[src/rtl/arb_pkg.sv]
package arb_pkg;
  typedef enum logic {
    PH_FREE = 1'b0,
    PH_HELD = 1'b1
  } phase_t;
endpackage

[src/rtl/arb_prio_pick.sv]
module arb_prio_pick #(
  parameter int NUM_REQ = 3
) (
  input  logic [NUM_REQ-1:0] req,
  output logic [NUM_REQ-1:0] pick,
  output logic               any_req
);
  logic [NUM_REQ:0] above;

  assign above[0] = 1'b0;

  for (genvar i = 0; i < NUM_REQ; i++) begin : g_chain
    assign pick[i]    = req[i] & ~above[i];
    assign above[i+1] = above[i] | req[i];
  end

  assign any_req = above[NUM_REQ];
endmodule

[src/rtl/arb_grant_fsm.sv]
module arb_grant_fsm
  import arb_pkg::*;
#(
  parameter int NUM_REQ = 3
) (
  input  logic               clk,
  input  logic               rst_n,
  input  logic [NUM_REQ-1:0] req,
  input  logic [NUM_REQ-1:0] pick,
  input  logic               any_req,
  output logic [NUM_REQ-1:0] owner
);
  phase_t             phase_q, phase_d;
  logic [NUM_REQ-1:0] owner_q, owner_d;
  logic               keep;

  assign keep = |(owner_q & req);

  always_comb begin
    phase_d = phase_q;
    owner_d = owner_q;
    case (phase_q)
      PH_FREE: begin
        if (any_req) begin
          phase_d = PH_HELD;
          owner_d = pick;
        end
      end
      PH_HELD: begin
        if (!keep) begin
          phase_d = PH_FREE;
          owner_d = '0;
        end
      end
      default: begin
        phase_d = PH_FREE;
        owner_d = '0;
      end
    endcase
  end

  always_ff @(posedge clk or negedge rst_n) begin
    if (!rst_n) begin
      phase_q <= PH_FREE;
      owner_q <= '0;
    end else begin
      phase_q <= phase_d;
      owner_q <= owner_d;
    end
  end

  assign owner = owner_q;
endmodule

[src/rtl/arb_fixed3.sv]
module arb_fixed3 (
  input  logic clk,
  input  logic rst_n,
  input  logic req_hi,
  input  logic req_mid,
  input  logic req_lo,
  output logic gnt_hi,
  output logic gnt_mid,
  output logic gnt_lo
);
  localparam int NUM_REQ = 3;

  logic [NUM_REQ-1:0] req_vec;
  logic [NUM_REQ-1:0] pick_vec;
  logic [NUM_REQ-1:0] gnt_vec;
  logic               any_req;

  assign req_vec = {req_lo, req_mid, req_hi};

  arb_prio_pick #(.NUM_REQ(NUM_REQ)) u_pick (
    .req     (req_vec),
    .pick    (pick_vec),
    .any_req (any_req)
  );

  arb_grant_fsm #(.NUM_REQ(NUM_REQ)) u_fsm (
    .clk     (clk),
    .rst_n   (rst_n),
    .req     (req_vec),
    .pick    (pick_vec),
    .any_req (any_req),
    .owner   (gnt_vec)
  );

  assign gnt_hi  = gnt_vec[0];
  assign gnt_mid = gnt_vec[1];
  assign gnt_lo  = gnt_vec[2];
endmodule

[config.mk]
export PLATFORM = sky130hd
export DESIGN_NAME = arb_fixed3
export DESIGN_NICKNAME = d
export VERILOG_FILES = /design/src/rtl/arb_pkg.sv /design/src/rtl/arb_prio_pick.sv /design/src/rtl/arb_grant_fsm.sv /design/src/rtl/arb_fixed3.sv
export SDC_FILE = /design/constraint.sdc
export NUM_CORES = 1
export LEC_CHECK = 0
export BUFFER_PORTS_ARGS = -buffer_cell sky130_fd_sc_hd__buf_4
export CORE_AREA = 2 2 39 41
export DETAILED_ROUTE_END_ITERATION = 6
export DIE_AREA = 0 0 41 43
export GPL_TIMING_DRIVEN = 1
export PLACE_DENSITY = 0.37
export SYNTH_ARGS = -nofsm -noshare
export SYNTH_HDL_FRONTEND = slang
export SYNTH_SLANG_ARGS = --single-unit
export TNS_END_PERCENT = 20
[constraint.sdc]
create_clock -name clk -period 1.3 [get_ports clk]
set_clock_uncertainty 0.05 [all_clocks]
set_input_delay 0.13 -clock clk [delete_from_list [all_inputs] [get_ports clk]]
set_output_delay 0.13 -clock clk [all_outputs]
set_load 0.01 [all_outputs]
==> flow_summary.json <==
{
  "status": "complete, no violations",
  "worstPathArrival_ps": 1220,
  "post-place-ws_ps": 147,
  "routed_wl_microns": 476,
  "ys_ff_latch": 4,
  "cp_slowest_cell": "dfrtp_1",
  "tightest_slew_ps": 193,
  "fill_cells": 161,
  "end_kind": "register",
  "gr-total-overflow": 0,
  "crit_fanout": 6,
  "antenna_cells": 0,
  "nets": 39,
  "ys_warn_count": 0,
  "seq_area_sq_um": 100,
  "die_h_microns": 43,
  "die_w_microns": 41,
  "rsz0062_at_grt": "no",
  "path_class": "reg2reg",
  "core_area_sq_um": 1380,
  "place.gp.congestion": 0.665,
  "die_area_sq_um": 1760,
  "worstPathRequired_ps": 1360,
  "p_switching_mw": 0.213,
  "holdWs_ps": 113,
  "synthToLayoutAreaGrowth_pct": 47.2,
  "synth.net_count": 26,
  "grt_start_max_net_pins": 7,
  "period_needed_ps": 1160,
  "slew_violations": 0,
  "grt_usage_pct": 7.75,
  "yosysUniqueCellTypes": 13,
  "multiInputGateArea_sq_um": 119,
  "rows": 14,
  "clk_latency_ps": 230,
  "cpPeakStageDelay_ps": 420,
  "max-slew-margin-rel_pct": 87.1,
  "drive_gt1_share_pct": 37.5,
  "fin_tns_setup_ps": 0,
  "synth_cells": 21,
  "vias_per_cell": 4.25,
  "root_buffer": "clkbuf_4",
  "p_int_mw": 0.447,
  "avgSynthCellArea_sq_um": 10.6,
  "drc": 0,
  "initial_core_util_pct": 16.1,
  "grt_first_pass_wirelength_microns": 855,
  "design_area_sq_um": 328,
  "setup_viol": 0,
  "path_clk_slew_ps": 40,
  "grt_pass1_vias": 227,
  "p_clk_share_pct": 22.4,
  "clk_path_buf_depth": 2,
  "crit_path_start_kind": "register",
  "finalCritPeriodShare_pct": 89.0,
  "io-pin-count": 8,
  "postPlaceCellArea_sq_um": 295,
  "ant_nets": 0,
  "finalPower_mw": 0.661,
  "drtIter0Drc": 1,
  "fin_util_pct": 23.7,
  "cap_violations": 0,
  "placed_cells": 44,
  "power.leakage_nw": 0.156,
  "min_path_type": "in2reg",
  "clock-sinks": 4,
  "final_cells": 48,
  "setup_ws_ps": 143,
  "switching_share_pct": 32.3,
  "p_seq_share_pct": 35.5,
  "cts_tree": "done",
  "max_freq_mhz": 864,
  "pwr_density_cell_nw_per_um2": 2020,
  "dr.pass1.iters": 2,
  "cp_cell_sequence": "a21boi_4 > a2bb2oi_1 > a22o_1",
  "peakVddDrop_mv": 0.583,
  "cts_max_level": 1,
  "place.port_buffers": 7,
  "cts_buffers": 3,
  "yosysSeqAreaShare_pct": 44.9,
  "netlist_area_sq_um": 223,
  "wl_per_cell_microns": 9.92,
  "vias": 204,
  "antenna_found_initial": 0,
  "final-hold-violation-count": 0,
  "combPwrFrac_pct": 42.1
}
## state kept, by name, indices dropped and copies added, names as in the netlist
register,cells
u_fsm.owner,3
u_fsm.phase_q,1
## power by group through the flow
stage               sequential (mW)  clock (mW)  combinational [mW]
floorplan                     0.240           0               0.175
global placement              0.237           0               0.280
detailed placement            0.236           0               0.281
CTS                           0.235       0.160               0.284
global route                  0.248       0.161               0.307
finish                        0.235       0.148               0.278
## worst max-delay path, delay by kind of cell (launching register included)
| kind | cells | cell delay, ps |
|---|---|---|
| DFF | 1 | 420 |
| AOI/OAI and AO/OA | 3 | 580 |
## cells in the mapped netlist
library cell | instances | area share [%]
a21oi_1 | 1 | 2.2
and2b_2 | 1 | 3.9
nand2_1 | 2 | 3.4
inv_1 | 1 | 1.7
nor3_1 | 2 | 4.5
dfrtp_1 | 4 | 45
nor2_1 | 2 | 3.4
a2bb2oi_1 | 2 | 7.9
a21boi_4 | 1 | 8.4
a22oi_1 | 1 | 3.4
a22o_1 | 1 | 3.9
o22a_1 | 2 | 7.9
a32o_1 | 1 | 4.5
## routing by layer
metal  vias up  track usage (%)  part of all wire (%)
met5         -                0                     0
met4         0             10.0                     0
met3         0             1.57                   8.0
met2         4             10.9                    54
met1        97             7.79                    38
li1        103                -                     -
## cell usage in the layout, fill, tap and decap left out
cell type | netlist | routed
a22o_1 | 1 | 1
nand2_1 | 2 | 2
a21boi_4 | 1 | 1
nor2_1 | 2 | 2
inv_1 | 1 | 1
dlygate4sd3_1 | 0 | 1
clkbuf_4 | 0 | 3
a2bb2oi_1 | 2 | 2
a21oi_1 | 1 | 1
o22a_1 | 2 | 2
a32o_1 | 1 | 1
and2b_2 | 1 | 1
dfrtp_1 | 4 | 4
a22oi_1 | 1 | 1
buf_4 | 0 | 7
nor3_1 | 2 | 2
## area by class of cell
class	instances	share of cell area [%]
Clock buffer	3	6.87
Inverter	1	1.15
Multi-Input combinational cell	16	36.3
Sequential cell	4	30.5
Tap cell	16	6.11
Timing Repair Buffer	8	19.1
## worst paths after layout
path	startpoint	to	slack, ps	cells past startpoint
setup / recovery	u_fsm.phase_q$_DFF_PN0_	u_fsm.owner[1]$_DFFE_PN0P_	140	3
max in group asynchronous	rst_n	u_fsm.owner[0]$_DFFE_PN0P_	920	2
hold / removal	req_hi	u_fsm.phase_q$_DFF_PN0_	110	2
hold reg to reg	u_fsm.owner[0]$_DFFE_PN0P_	u_fsm.owner[0]$_DFFE_PN0P_	510	1
min in group asynchronous	rst_n	u_fsm.owner[2]$_DFFE_PN0P_	180	2
setup reg to reg	u_fsm.phase_q$_DFF_PN0_	u_fsm.owner[1]$_DFFE_PN0P_	140	3
## repair_timing
item	CTS	global route
endpoints found under the hold margin	4	0
setup buffers	0	0
hold buffers	1	0
gates resized for setup	0	0
## cells by family after synthesis
logic type             count (synthesis)  synth area share (%)
flip-flops                             4                  44.9
buffers and inverters                  1                  1.68
AO/OA/AOI/OAI                          9                  38.2
AND/OR/NAND/NOR                        7                  15.2
No activity file was read; power rests on OpenSTA's default activity.
